--- src/rtl/dram_seq_pkg.sv ---
package dram_seq_pkg;

  typedef enum logic [1:0] {
    ST_IDLE = 2'd0,
    ST_RCD  = 2'd1,
    ST_COL  = 2'd2,
    ST_OPEN = 2'd3
  } seqState_t;

  typedef struct packed {
    logic loadRow;
    logic selCol;
    logic cntLoadFull;
    logic cntLoadLess;
    logic cntDec;
  } seqStrobes_t;

endpackage

--- src/rtl/dram_seq_path.sv ---
module dram_seq_path
  import dram_seq_pkg::*;
#(
  parameter int ROW_W  = 10,
  parameter int COL_W  = 9,
  parameter int WAIT_W = 4,
  localparam int ADDR_W = ROW_W + COL_W,
  localparam int MUX_W  = (ROW_W > COL_W) ? ROW_W : COL_W
) (
  input  logic              clk,
  input  logic              rstN,
  input  seqStrobes_t       strobes,
  input  logic [ADDR_W-1:0] reqAddr,
  input  logic              reqDma,
  input  logic [WAIT_W-1:0] dmaWait,
  input  logic [WAIT_W-1:0] ioWait,
  output logic              rowHit,
  output logic              needZero,
  output logic              cntZero,
  output logic [MUX_W-1:0]  dramAddr
);

  logic [ROW_W-1:0]  reqRow;
  logic [COL_W-1:0]  reqCol;
  logic [ROW_W-1:0]  rowReg;
  logic [WAIT_W-1:0] waitNeed;
  logic [WAIT_W-1:0] waitCnt;

  assign reqRow = reqAddr[ADDR_W-1:COL_W];
  assign reqCol = reqAddr[COL_W-1:0];

  // Wait states for DMA: larger of the two programmed fields.
  always_comb begin
    if (!reqDma)                waitNeed = '0;
    else if (dmaWait > ioWait)  waitNeed = dmaWait;
    else                        waitNeed = ioWait;
  end

  assign needZero = (waitNeed == '0);
  assign cntZero  = (waitCnt == '0);
  assign rowHit   = (reqRow == rowReg);

  always_ff @(posedge clk or negedge rstN) begin
    if (!rstN)                rowReg <= '0;
    else if (strobes.loadRow) rowReg <= reqRow;
  end

  always_ff @(posedge clk or negedge rstN) begin
    if (!rstN)                    waitCnt <= '0;
    else if (strobes.cntLoadFull) waitCnt <= waitNeed;
    else if (strobes.cntLoadLess) waitCnt <= needZero ? '0 : waitNeed - 1'b1;
    else if (strobes.cntDec && !cntZero) waitCnt <= waitCnt - 1'b1;
  end

  // Address multiplexer, zero-extending the narrower half.
  assign dramAddr = strobes.selCol ? MUX_W'(reqCol) : MUX_W'(reqRow);

  // A counter running while no column strobe state is active must not change.
  assert_cnt_hold_R8: assert property (@(posedge clk) disable iff (!rstN)
    (!strobes.cntLoadFull && !strobes.cntLoadLess && !strobes.cntDec) |=> $stable(waitCnt));

endmodule

--- src/rtl/dram_seq_ctrl.sv ---
module dram_seq_ctrl
  import dram_seq_pkg::*;
(
  input  logic        clk,
  input  logic        rstN,
  input  logic        reqValid,
  input  logic        reqWrite,
  input  logic        reqDma,
  input  logic        fastTiming,
  input  logic        extWait,
  input  logic        rowHit,
  input  logic        needZero,
  input  logic        cntZero,
  output seqStrobes_t strobes,
  output logic        rasN,
  output logic        casN,
  output logic        weN,
  output logic        oeN,
  output logic        done
);

  seqState_t state;
  seqState_t nextState;
  logic      extHold;

  assign extHold = reqDma && extWait;

  always_ff @(posedge clk or negedge rstN) begin
    if (!rstN) state <= ST_IDLE;
    else       state <= nextState;
  end

  always_comb begin
    nextState = state;
    strobes   = '0;
    rasN      = 1'b1;
    casN      = 1'b1;
    weN       = 1'b1;
    oeN       = 1'b1;
    done      = 1'b0;
    unique case (state)
      ST_IDLE: begin
        if (reqValid) begin
          rasN            = 1'b0;
          weN             = !reqWrite;
          strobes.loadRow = 1'b1;
          if (fastTiming) begin
            strobes.cntLoadFull = 1'b1;
            nextState           = ST_COL;
          end else begin
            nextState = ST_RCD;
          end
        end
      end
      ST_RCD: begin
        rasN                = 1'b0;
        weN                 = !reqWrite;
        strobes.selCol      = 1'b1;
        strobes.cntLoadFull = 1'b1;
        nextState           = ST_COL;
      end
      ST_COL: begin
        rasN           = 1'b0;
        casN           = 1'b0;
        weN            = !reqWrite;
        oeN            = reqWrite;
        strobes.selCol = 1'b1;
        if (cntZero && !extHold) begin
          done      = 1'b1;
          nextState = ST_OPEN;
        end else begin
          strobes.cntDec = 1'b1;
        end
      end
      ST_OPEN: begin
        if (reqValid && rowHit) begin
          rasN           = 1'b0;
          casN           = 1'b0;
          weN            = !reqWrite;
          oeN            = reqWrite;
          strobes.selCol = 1'b1;
          if (needZero && !extHold) begin
            done = 1'b1;
          end else begin
            strobes.cntLoadLess = 1'b1;
            nextState           = ST_COL;
          end
        end else begin
          nextState = ST_IDLE;
        end
      end
      default: nextState = ST_IDLE;
    endcase
  end

  assert_done_cas_R10: assert property (@(posedge clk) disable iff (!rstN)
    done |-> (!casN && !rasN));

  assert_idle_release_R6: assert property (@(posedge clk) disable iff (!rstN)
    (state == ST_IDLE && !reqValid) |-> (rasN && casN && !done));

  assert_precharge_R5: assert property (@(posedge clk) disable iff (!rstN)
    (state == ST_OPEN && reqValid && !rowHit) |-> (rasN && casN) ##1 (state == ST_IDLE));

  assert_write_no_oe_R7: assert property (@(posedge clk) disable iff (!rstN)
    !weN |-> oeN);

  assert_early_write_R7: assert property (@(posedge clk) disable iff (!rstN)
    (state == ST_COL && $past(state) != ST_COL && $past(state) != ST_OPEN && !weN)
      |-> $past(!weN && casN));

  assert_ext_hold_R9: assert property (@(posedge clk) disable iff (!rstN)
    (reqDma && extWait) |-> !done);

  assert_fast_len_R2: assert property (@(posedge clk) disable iff (!rstN)
    (state == ST_IDLE && reqValid && fastTiming) |=> (state == ST_COL));

endmodule

--- src/rtl/dram_access_seq.sv ---
module dram_access_seq
  import dram_seq_pkg::*;
#(
  parameter int ROW_W  = 10,
  parameter int COL_W  = 9,
  parameter int WAIT_W = 4,
  localparam int ADDR_W = ROW_W + COL_W,
  localparam int MUX_W  = (ROW_W > COL_W) ? ROW_W : COL_W
) (
  input  logic              clk,
  input  logic              rstN,
  input  logic              reqValid,
  input  logic [ADDR_W-1:0] reqAddr,
  input  logic              reqWrite,
  input  logic              reqDma,
  input  logic              fastTiming,
  input  logic [WAIT_W-1:0] dmaWait,
  input  logic [WAIT_W-1:0] ioWait,
  input  logic              extWait,
  output logic              rasN,
  output logic              casN,
  output logic              weN,
  output logic              oeN,
  output logic [MUX_W-1:0]  dramAddr,
  output logic              done
);

  seqStrobes_t strobes;
  logic        rowHit;
  logic        needZero;
  logic        cntZero;

  dram_seq_ctrl u_ctrl (
    .clk        (clk),
    .rstN       (rstN),
    .reqValid   (reqValid),
    .reqWrite   (reqWrite),
    .reqDma     (reqDma),
    .fastTiming (fastTiming),
    .extWait    (extWait),
    .rowHit     (rowHit),
    .needZero   (needZero),
    .cntZero    (cntZero),
    .strobes    (strobes),
    .rasN       (rasN),
    .casN       (casN),
    .weN        (weN),
    .oeN        (oeN),
    .done       (done)
  );

  dram_seq_path #(
    .ROW_W  (ROW_W),
    .COL_W  (COL_W),
    .WAIT_W (WAIT_W)
  ) u_path (
    .clk      (clk),
    .rstN     (rstN),
    .strobes  (strobes),
    .reqAddr  (reqAddr),
    .reqDma   (reqDma),
    .dmaWait  (dmaWait),
    .ioWait   (ioWait),
    .rowHit   (rowHit),
    .needZero (needZero),
    .cntZero  (cntZero),
    .dramAddr (dramAddr)
  );

  assert_reset_idle_R1: assert property (@(posedge clk)
    !rstN |-> (rasN && casN && weN && oeN && !done));

endmodule

--- config.mk ---
export PLATFORM = sky130hd
export DESIGN_NAME = dram_access_seq
export DESIGN_NICKNAME = d
export VERILOG_FILES = /design/src/rtl/dram_seq_pkg.sv /design/src/rtl/dram_seq_path.sv /design/src/rtl/dram_seq_ctrl.sv /design/src/rtl/dram_access_seq.sv
export SDC_FILE = /design/constraint.sdc
export NUM_CORES = 1
export LEC_CHECK = 0
export BUFFER_PORTS_ARGS = -buffer_cell sky130_fd_sc_hd__buf_2
export CAP_MARGIN = 5
export CORE_MARGIN = 2
export CORE_UTILIZATION = 25
export CTS_CLUSTER_DIAMETER = 80
export DETAILED_ROUTE_END_ITERATION = 7
export HOLD_SLACK_MARGIN = 0.03
export PLACE_DENSITY_LB_ADDON = 0.08
export SYNTH_ARGS = -nofsm -noshare
export SYNTH_HDL_FRONTEND = slang
export SYNTH_SLANG_ARGS = --single-unit
export TNS_END_PERCENT = 20
--- constraint.sdc ---
create_clock -name clk -period 2.6 [get_ports clk]
set_input_delay 0.26 -clock clk [delete_from_list [all_inputs] [get_ports clk]]
set_output_delay 0.26 -clock clk [all_outputs]
set_load 0.01 [all_outputs]
Word level (Yosys, flattened, before mapping)
Cells that the tools add are included.
- register bits: 16
- input bits: 34
- logic and storage cells: 65
- output and inout port bits: 15
- multiplexer cells: 38
- $add $sub $neg: 2
- equality and inequality tests: 7
- $lt $le $gt $ge: 1
- reduce and logical (&&, ||, !) cells: 14
- operators with widths (kind ; count):
    $mux W4 ; 6
    $mux W1 ; 18
    $eq A10 B10 Y1 ; 1
    $mux W10 ; 1
    $mux W2 ; 5
    $pmux W1 S2 ; 5
    $logic_not A4 Y1 ; 2
    $pmux W2 S4 ; 1
    $sub A4 B1 Y4 const B ; 2
    $pmux W1 S3 ; 2
    $logic_and A1 B1 Y1 ; 5
    $eq A2 B2 Y1 const B ; 2
    $gt A4 B4 Y1 ; 1
    $logic_not A1 Y1 ; 3
    $ne A3 B3 Y1 const B ; 1
    $reduce_and A3 Y1 ; 1
    $reduce_bool A3 Y1 ; 1
    $eq A2 B1 Y1 const B ; 1
    $logic_not A2 Y1 ; 1
    $ne A2 B1 Y1 const B ; 1
    $ne A2 B2 Y1 const B ; 1
    $reduce_or A2 Y1 ; 1

Longest topological paths before layout
Gate-level depths: netlist (run 1).
- depth after elaboration: 10
- mapped depth: 10
- depth with buffers taken out: 9

By module
From an unflattened synthesis (run 1), not the netlist that was laid out.
- cells, all modules: 151
- area, all modules: 1452.6 um^2
- modules (own cells, without submodules) (module ; instances ; cells each ; sequential area each (um^2) ; area an instance (um^2)):
    dram_seq_path ; 1 ; 116 ; 350.3 ; 1167.4
    dram_seq_ctrl ; 1 ; 35 ; 50.0 ; 285.3

Worst setup path before layout (run 1)
Ideal clock, no wire load.
- path type: input port to flip-flop
- start point: in ioWait[1]
- end point: reg u_ctrl.state[1]
- setup time: 0.128 ns
- buffers on the path: 1
- data required time: 2.472 ns
- arrival time: 2.032 ns
- stages on the path: 10
- setup slack: 0.441 ns
- cell sequence: inv_1 > ha_1 > nor2b_1 > o211ai_1 > a21oi_1 > buf_6 > mux2i_2 > o21ai_1 > a221oi_2 > mux2_1
- longest elaborated chain between the ends: 7
- ends and longest elaborated chain (item ; RTL line ; source):
    start: declaration ; dram_access_seq.sv:18 ; input logic [WAIT_W-1:0] ioWait,
    $gt A4 B4 Y1 ; dram_seq_path.sv:35 ; else if (dmaWait > ioWait) waitNeed = dmaWait;
    $mux W4 * ; dram_seq_path.sv:35 ;
    $mux W4 * ; dram_seq_path.sv:34 ; if (!reqDma) waitNeed = '0;
    $logic_not A4 Y1 * ; dram_seq_path.sv:39 ; assign needZero = (waitNeed == '0);
    $logic_and A1 B1 Y1 * ; dram_seq_ctrl.sv:82 ; if (needZero && !extHold) begin
    $ne A3 B3 Y1 (no line) * ; -- ;
    $reduce_and A3 Y1 (no line) * ; -- ;
    end signal: assignment ; dram_seq_ctrl.sv:30 ; else state <= nextState;
    end: declaration ; dram_seq_ctrl.sv:22 ; seqState_t state;
Mark *: on every way between the ends. The rest lies on a longest branch, timed or not.
A chain may end at the register's enable or synchronous reset.

Final worst setup path (run 1)
- start point: reg u_path.rowReg[0]
- end point: out dramAddr[4]
- longest elaborated chain between the ends: 5
- ends and longest elaborated chain (item ; RTL line ; source):
    start: declaration ; dram_seq_path.sv:25 ; logic [ROW_W-1:0] rowReg;
    start signal: assignment ; dram_seq_path.sv:45 ; else if (strobes.loadRow) rowReg <= reqRow;
    $eq A10 B10 Y1 ; dram_seq_path.sv:41 ; assign rowHit = (reqRow == rowReg);
    $logic_and A1 B1 Y1 ; dram_seq_ctrl.sv:76 ; if (reqValid && rowHit) begin
    $mux W1 ; dram_seq_ctrl.sv:76 ;
    $pmux W1 S2 ; dram_seq_ctrl.sv:41 ; unique case (state)
    $mux W10 ; dram_seq_path.sv:56 ; assign dramAddr = strobes.selCol ? MUX_W'(reqCol) : MUX_W'(reqRow);
    end: declaration ; dram_access_seq.sv:24 ; output logic [MUX_W-1:0] dramAddr,
Every way passes these cells.

==> summary.log, run 1 <==
[yosys] predominant post-synthesis flop cell sky130_fd_sc_hd__dfrtp_1
[routing] detailed router's first-iteration violation count 42
[placement] post-detailed-placement half-perimeter wirelength 3057 µm
[global_route] global-route usage over all layers 0.1245
[routing] drc violations 0
[timing] Hold Violations, Final 0
[die] total core area 0.005921 mm²
[die] # IOs 49
[timing] # setup viols final 0
[routing] average routed wire per standard cell 13.14 µm
[setup_path] Worst Setup End Kind output port
[clock_network] TritonCTS clock tree yes
[final_layout] net count reported at finish 262
[timing] worst hold margin 0.2739 ns
[yosys] largest cells by area after synthesis sky130_fd_sc_hd__dfrtp_1, sky130_fd_sc_hd__mux2_2, sky130_fd_sc_hd__ha_1
[timing] setup slack after layout 0.2036 ns
[timing] fin crit period 2.396 ns
[pwr] net switching power of the design 829.0 µW
[timing] number of max-slew violations in the final report 0
[setup_path] FF-to-FF Start u_path.waitCnt[0]$_DFFE_PN0P_
[timing] maximum clock skew at final layout 0.001351 ns
[global_route] number of antenna violations at the first check in global routing 0
[final_layout] antenna cell count 0
[yosys] net count of the mapped netlist 208
[setup_path] critical path arrival 2.14 ns
[yosys] number of enable flip-flop cells after synthesis 0
[yosys] proportion of register bits with asynchronous set or reset after synthesis 1.000
[setup_path] dominant delay contributor by cell family on the critical path simple AND/OR/NAND/NOR gates
[run] Max Cap Violations 0
[yosys] sequential element share of the synthesized area 0.2606
[routing] mean number of vias per cell 4.743
[clock_network] clock tree buffer depth 2
[run_status] result of the run completed
[clock_network] number of sinks handled by clock tree synthesis 16
[global_route] number of global-route vias before repair 1387
[pwr] Int Pwr 1185 µW
[timing] Worst Tran Pin Value 0.4777 ns
[routing] iteration count of the initial detailed-routing pass 6
[die] full die area 0.006789 mm²
[routing] WL final 3836 µm
[yosys] Yosys Warn Count 0
[final_layout] non-filler instance count after layout 292
[setup_path] CP max stage delay 0.39 ns
[yosys] mapped cell area 0.001536 mm²
[pwr] sequential fraction of design power 0.231
[die] horizontal die dimension 82.40 µm
[timing] aggregate negative setup slack 0 ns
[die] die span in y 82.40 µm
[placement] # placed instances 286
[clock_network] buffer type at the clock tree root sky130_fd_sc_hd__clkbuf_8
[setup_path] WS Path Type register to output port
[pwr] Pwr per Cell Area 1035 mW/mm²
[setup_path] minimum setup slack among reg-to-reg paths 0.48 ns
[global_route] Overflow after GRT 0
[timing] share of the cycle needed by the critical path after routing 0.9217
[yosys] count of distinct cell types in the synthesized netlist 46
[yosys] synthesized flop and latch total 16
[pwr] net switching share of the total power 0.4115
[clock_network] number of levels in the clock H-tree 1
[pwr] worst vdd rail ir drop 0.3900 mV
[yosys] Avg Synthesized Cell Area 9.369 µm²
[placement] number of port buffers 48
[setup_path] Buffers & Inverters on Critical Path 2
[setup_path] required time reported for the critical path endpoint 2.34 ns
[setup_path] crit-path cells xnor2_1 > nand4_2 > nor4_4 > nor2_1 > nor2_4 > buf_12 > mux2_2 > buf_2
[yosys] most instantiated cells after synthesis sky130_fd_sc_hd__mux2_2, sky130_fd_sc_hd__dfrtp_1, sky130_fd_sc_hd__inv_1
[setup_path] worst-path maximum fanout 10
[clock_network] worst-skew pair later-pin latency 0.25 ns
[placement] Final GP Congestion 0.7065
[clock_network] clock slew at the register clock pins of the worst setup and hold paths 0.07 ns
[yosys] top-count cell post-synth sky130_fd_sc_hd__mux2_2
[pwr] part of the total power dissipated in the clock network 0.115
[yosys] share of the synthesized area in the top cell type 0.2606
[pwr] Static Leakage 0.0008830 µW
[global_route] maximum number of pins on one net before global-route repair 17
[placement] worst setup slack after placement 0.1377 ns
[worst_hold_path] start point of the worst min-delay path reqAddr[11]
[timing] fmax 417.3 MHz
[setup_path] Worst Setup Start Kind register
[global_route] wire length of the first global-routing pass 6437 µm
[setup_path] cell with the biggest individual delay on the critical path sky130_fd_sc_hd__dfrtp_1
[yosys] Syn Inst Count 164
[die] FP Rows 28
[final_layout] area growth from synthesis to layout 26.71%
[setup_path] origin of the worst setup path u_path.rowReg[0]$_DFFE_PN0P_
[routing] detailed-route via count 1385
[final_layout] proportion of layout cells with a drive suffix above 1 0.4101
[yosys] cell accounting for the most synthesized area sky130_fd_sc_hd__dfrtp_1
[routing] remaining antenna violation count 0
[worst_hold_path] classification of the worst-slack hold path input pin to register
[pwr] power share of the combinational group 0.654
[timing] unrepaired setup endpoints after global routing false
[die] initial core utilization 0.2595
[timing] max-slew headroom at the worst pin 0.6805
[clock_network] number of buffers inserted during clock tree synthesis 3
## through the flow
step	cell area (µm²)	util	total power (µW)
global placement	1859	0.3140	1735
floorplan	1536	-	1399
global route	1947	0.3288	2211
finish	1947	0.3288	2014
CTS	1924	0.3250	1977
detailed placement	1859	0.3140	1732
## power groups by stage
stage / clock network [µW] / registers (µW) / logic, µW
finish: 232 / 465 / 1320
global route: 252 / 483 / 1480
CTS: 242 / 464 / 1270
detailed placement: 0 / 469 / 1260
global placement: 0 / 472 / 1260
floorplan: 0 / 451 / 948
## logic make-up after synthesis
| logic type | count (synthesis) | synth area share |
|---|---|---|
| fa+ha+maj | 10 | 0.08143 |
| buf+inv | 16 | 0.05129 |
| compound gates | 34 | 0.1466 |
| xor+xnor | 11 | 0.06270 |
| simple gates | 48 | 0.1889 |
| mux | 29 | 0.2085 |
| flops | 16 | 0.2606 |
## per-layer routing
layer	vias up	track usage	routed length [µm]
met2	36	0.2113	1743
li1	707	-	-
met5	-	0	0
met1	640	0.1603	1856
met3	2	0.03043	214
met4	0	0.02500	21
## layout by cell type (no fill, tap or decap), types with 2 or more instances in the layout
master,instances
sky130_fd_sc_hd__nor2_1,9
sky130_fd_sc_hd__buf_4,3
sky130_fd_sc_hd__nor4_1,4
sky130_fd_sc_hd__o31ai_1,2
sky130_fd_sc_hd__o211ai_1,3
sky130_fd_sc_hd__nand3_1,3
sky130_fd_sc_hd__mux2i_1,7
sky130_fd_sc_hd__nor3_1,5
sky130_fd_sc_hd__buf_2,48
sky130_fd_sc_hd__a21o_1,2
sky130_fd_sc_hd__dfrtp_1,16
sky130_fd_sc_hd__clkbuf_8,4
sky130_fd_sc_hd__inv_1,12
sky130_fd_sc_hd__nand3b_1,3
sky130_fd_sc_hd__a21oi_1,8
sky130_fd_sc_hd__nand2_1,9
sky130_fd_sc_hd__xnor2_1,11
sky130_fd_sc_hd__nor2b_1,2
sky130_fd_sc_hd__o21ai_0,9
sky130_fd_sc_hd__ha_1,9
sky130_fd_sc_hd__o22ai_1,2
sky130_fd_sc_hd__mux2_2,20
## worst paths after layout
path	to	cells after the start
min in group asynchronous	u_ctrl.state[1]$_DFFE_PN0P_	2
worst min register to register	u_path.rowReg[4]$_DFFE_PN0P_	1
worst max-delay path	dramAddr[4]	8
max in group asynchronous	u_path.rowReg[9]$_DFFE_PN0P_	2
worst min-delay path	u_path.rowReg[2]$_DFFE_PN0P_	2
worst max register to register	u_ctrl.state[1]$_DFFE_PN0P_	6
## state kept, by name, summed over array words and instances (netlist names)
name,count
u_ctrl.state,2
u_path.waitCnt,4
u_path.rowReg,10
## what timing repair did
item	CTS	global route
resized for setup	0	1
hold endpoints to repair	16	0
setup endpoints to repair	0	9
setup buffers	0	1
hold buffers	1	0
## cell type report
type                    count  area, µm²
clock buffers               4      55.05
fillers                   638       3974
multi-input cells         132       1060
well taps                  75      93.84
repair buffers             53      292.8
flip-flops and latches     16      400.4
inverters                  12      45.04
No activity file was read; power rests on OpenSTA's default activity.
==> inputs of run 2 (changes only) <==
--- a/config.mk
+++ b/config.mk
@@ -8,7 +8,7 @@
 export BUFFER_PORTS_ARGS = -buffer_cell sky130_fd_sc_hd__buf_2
 export CAP_MARGIN = 5
 export CORE_MARGIN = 2
-export CORE_UTILIZATION = 25
+export CORE_UTILIZATION = 51
 export CTS_CLUSTER_DIAMETER = 80
 export DETAILED_ROUTE_END_ITERATION = 7
 export HOLD_SLACK_MARGIN = 0.03
==> run 2 against run 1 <==
The run now ends with design-rule violations left. Fmax down 2.1%. Combinational power barely moved. Sequential power hardly changed. Wire length is 9.3% lower. Setup slack worse by 0.052 ns. Utilization up 34 points. Non-clock buffer count fell by 1. Hold slack got worse by 0.044 ns. Critical path type unchanged. Largest power group unchanged.
==> summary.log, run 2 (synthesis results as in run 1) <==
[worst_hold_path] classification of the worst-slack hold path input pin to register [unchanged]
[clock_network] number of buffers inserted during clock tree synthesis 3 [unchanged]
[clock_network] number of levels in the clock H-tree 1 [unchanged]
[clock_network] clock slew at the register clock pins of the worst setup and hold paths 0.11 ns [was 0.07 ns]
[routing] detailed router's first-iteration violation count 63 [was 42]
[run_status] failing checks design-rule violations
[global_route] maximum number of pins on one net before global-route repair 17 [unchanged]
[final_layout] number of filler instances in the final layout 244 [was 638]
[final_layout] number of flip-flops in the largest register 10 [unchanged]
[placement] post-detailed-placement cell area 0.001797 mm² [was 0.001859 mm²]
[clock_network] number of sinks handled by clock tree synthesis 16 [unchanged]
[final_layout] area growth from synthesis to layout 21.42% [was 26.71%]
[final_layout] top library cells by usage in the layout, fill and taps aside sky130_fd_sc_hd__buf_2, sky130_fd_sc_hd__mux2_2, sky130_fd_sc_hd__dfrtp_1 [unchanged]
[global_route] global routing met3 resource utilization 0.03516 [was 0.03043]
[placement] post-detailed-placement half-perimeter wirelength 2822 µm [was 3057 µm]
[die] total core area 0.002805 mm² [was 0.005921 mm²]
[timing] maximum clock skew at final layout 0.007373 ns [was 0.001351 ns]
[placement] number of port buffers 48 [unchanged]
[clock_network] TritonCTS clock tree yes [unchanged]
[routing] average routed wire per standard cell 14.09 µm [was 13.14 µm]
[timing] fmax 408.5 MHz [was 417.3 MHz]
[pwr] Static Leakage 0.0008710 µW [was 0.0008830 µW]
[global_route] wire length of the first global-routing pass 5851 µm [was 6437 µm]
[global_route] Overflow after GRT 0 [unchanged]
[routing] WL final 3480 µm [was 3836 µm]
[die] full die area 0.003468 mm² [was 0.006789 mm²]
[final_layout] commonest non-fill, non-tap cell in the layout sky130_fd_sc_hd__buf_2 [unchanged]
[global_route] met1 usage in global routing 0.3062 [was 0.1603]
[global_route] number of antenna violations at the first check in global routing 0 [unchanged]
[die] die span in y 58.89 µm [was 82.40 µm]
[global_route] layer with the highest usage met2 [unchanged]
[routing] mean number of vias per cell 5.700 [was 4.743]
[final_layout] post-route standard cell area excluding fillers 0.001866 mm² [was 0.001947 mm²]
[setup_path] worst setup path endpoint dramAddr[4] [unchanged]
[routing] drc violations 3 [was 0]
[final_layout] final core occ 0.6650 [was 0.3288]
[setup_path] worst reg2reg path endpoint u_ctrl.state[1]$_DFFE_PN0P_ [unchanged]
[setup_path] worst-path maximum fanout 10 [unchanged]
[setup_path] critical path arrival 2.19 ns [was 2.14 ns]
[setup_path] number of cells on the worst reg-to-reg path 6 [unchanged]
[placement] Final GP Congestion 0.9297 [was 0.7065]
[run] Max Cap Violations 0 [unchanged]
[timing] fin crit period 2.448 ns [was 2.396 ns]
[clock_network] worst-skew pair later-pin latency 0.29 ns [was 0.25 ns]
[clock_network] clock tree buffer depth 2 [unchanged]
[die] initial core utilization 0.5477 [was 0.2595]
[final_layout] antenna cell count 0 [unchanged]
[timing] share of the cycle needed by the critical path after routing 0.9415 [was 0.9217]
[setup_path] minimum setup slack among reg-to-reg paths 0.47 ns [was 0.48 ns]
[setup_path] FF-to-FF Start u_path.waitCnt[0]$_DFFE_PN0P_ [unchanged]
[timing] max-slew headroom at the worst pin 0.6972 [was 0.6805]
[global_route] global-route usage over all layers 0.2150 [was 0.1245]
[clock_network] buffer type at the clock tree root sky130_fd_sc_hd__clkbuf_4 [was sky130_fd_sc_hd__clkbuf_8]
[final_layout] proportion of layout cells with a drive suffix above 1 0.4074 [was 0.4101]
[global_route] GRT met2 Usage 0.3492 [was 0.2113]
[setup_path] Worst Setup End Kind output port [unchanged]
[pwr] Pwr per Cell Area 1052 mW/mm² [was 1035 mW/mm²]
[run_status] result of the run finished with violations [was completed]
[timing] Hold Violations, Final 0 [unchanged]
[global_route] number of global-route vias before repair 1322 [was 1387]
[final_layout] register with the most flip-flops u_path.rowReg [unchanged]
[final_layout] net count reported at finish 261 [was 262]
[setup_path] origin of the worst setup path u_path.rowReg[1]$_DFFE_PN0P_ [was u_path.rowReg[0]$_DFFE_PN0P_]
[routing] iteration count of the initial detailed-routing pass 7 [was 6]
[timing] # setup viols final 0 [unchanged]
[die] horizontal die dimension 58.89 µm [was 82.40 µm]
[die] # IOs 49 [unchanged]
[setup_path] Worst Setup Start Kind register [unchanged]
[setup_path] WS Path Type register to output port [unchanged]
[pwr] worst vdd rail ir drop 0.6416 mV [was 0.3900 mV]
[routing] detailed-route via count 1408 [was 1385]
[timing] Worst Tran Pin Value 0.4528 ns [was 0.4777 ns]
[die] FP Rows 19 [was 28]
[setup_path] required time reported for the critical path endpoint 2.34 ns [about the same]
[timing] number of max-slew violations in the final report 0 [unchanged]
[final_layout] registers with the highest flip-flop counts u_path.rowReg (10), u_path.waitCnt (4), u_ctrl.state (2) [unchanged]
[routing] remaining antenna violation count 0 [unchanged]
==> run 2: changes by cell type in the layout (fill, tap and decap cells not counted) <==
cell	previous run	this run
sky130_fd_sc_hd__clkbuf_4	0	3
sky130_fd_sc_hd__clkbuf_8	4	1
sky130_fd_sc_hd__buf_4	3	2
==> run 2: layer usage <==
metal  part of all wire  routed length [µm]
met5                  0                   0
met4             0.0040                  14
met3              0.040                 138
met2               0.49                1712
met1               0.46                1615
==> run 2: where the power goes <==
| part | leakage, µW | switching [µW] | internal (µW) |
|---|---|---|---|
| registers | 0.000191 | 89.1 | 379 |
| logic | 0.000659 | 650 | 671 |
| clock network | 0.0000210 | 88.5 | 85.2 |
==> run 2: worst min-delay path by stage <==
stage,cells after the start,slack (ns),endpoint,start
5_1_grt,2,0.23,u_path.rowReg[9]$_DFFE_PN0P_,reqAddr[18]
3_3_place_gp,1,0.20,u_path.waitCnt[2]$_DFFE_PN0P_,rstN
4_1_cts,2,0.23,u_path.rowReg[1]$_DFFE_PN0P_,reqAddr[10]
6_report,2,0.23,u_path.rowReg[1]$_DFFE_PN0P_,reqAddr[10]
2_1_floorplan,0,-0.04,u_ctrl.state[0]$_DFFE_PN0P_,rstN
3_5_place_dp,1,0.20,u_path.waitCnt[2]$_DFFE_PN0P_,rstN
==> run 2: worst max-delay path, cell delays in order, from the launching register on <==
cell,delay (ns)
sky130_fd_sc_hd__dfrtp_1,0.41
sky130_fd_sc_hd__xnor2_1,0.21
sky130_fd_sc_hd__nand3_2,0.15
sky130_fd_sc_hd__nor4_4,0.30
sky130_fd_sc_hd__nor2_1,0.10
sky130_fd_sc_hd__nor2_4,0.14
sky130_fd_sc_hd__buf_12,0.14
sky130_fd_sc_hd__mux2_2,0.33
sky130_fd_sc_hd__buf_2,0.14
==> run 2: area by class of cell <==
type	count	area, µm²	share of cell area
multi-input combinational	132	1060	0.5681
inverter	12	45.04	0.02414
clock buffer	4	36.28	0.01945
tap	31	38.79	0.02079
timing repair buffer	52	285.3	0.1529
sequential	16	400.4	0.2146
==> run 2: timing repair <==
item | in CTS | in global routing
hold buffers | 1 | 0
setup buffers | 0 | 1
endpoints found under the setup margin | 0 | 9
resized for setup | 0 | 1
hold endpoints to repair | 16 | 0
==> run 2: metrics by stage <==
step	worst slack [ns]	cells	hold slack [ns]	power, µW	setup TNS (ns)
2_1_floorplan	0.4405	164	-0.03559	1399	0
4_1_cts	0.07855	246	0.2331	1897	0
3_3_place_gp	0.2550	241	0.1962	1681	0
6_report	0.1520	247	0.2294	1963	0
5_1_grt	-0.003167	247	0.2310	2132	-0.003187
3_5_place_dp	0.1659	241	0.2018	1721	0
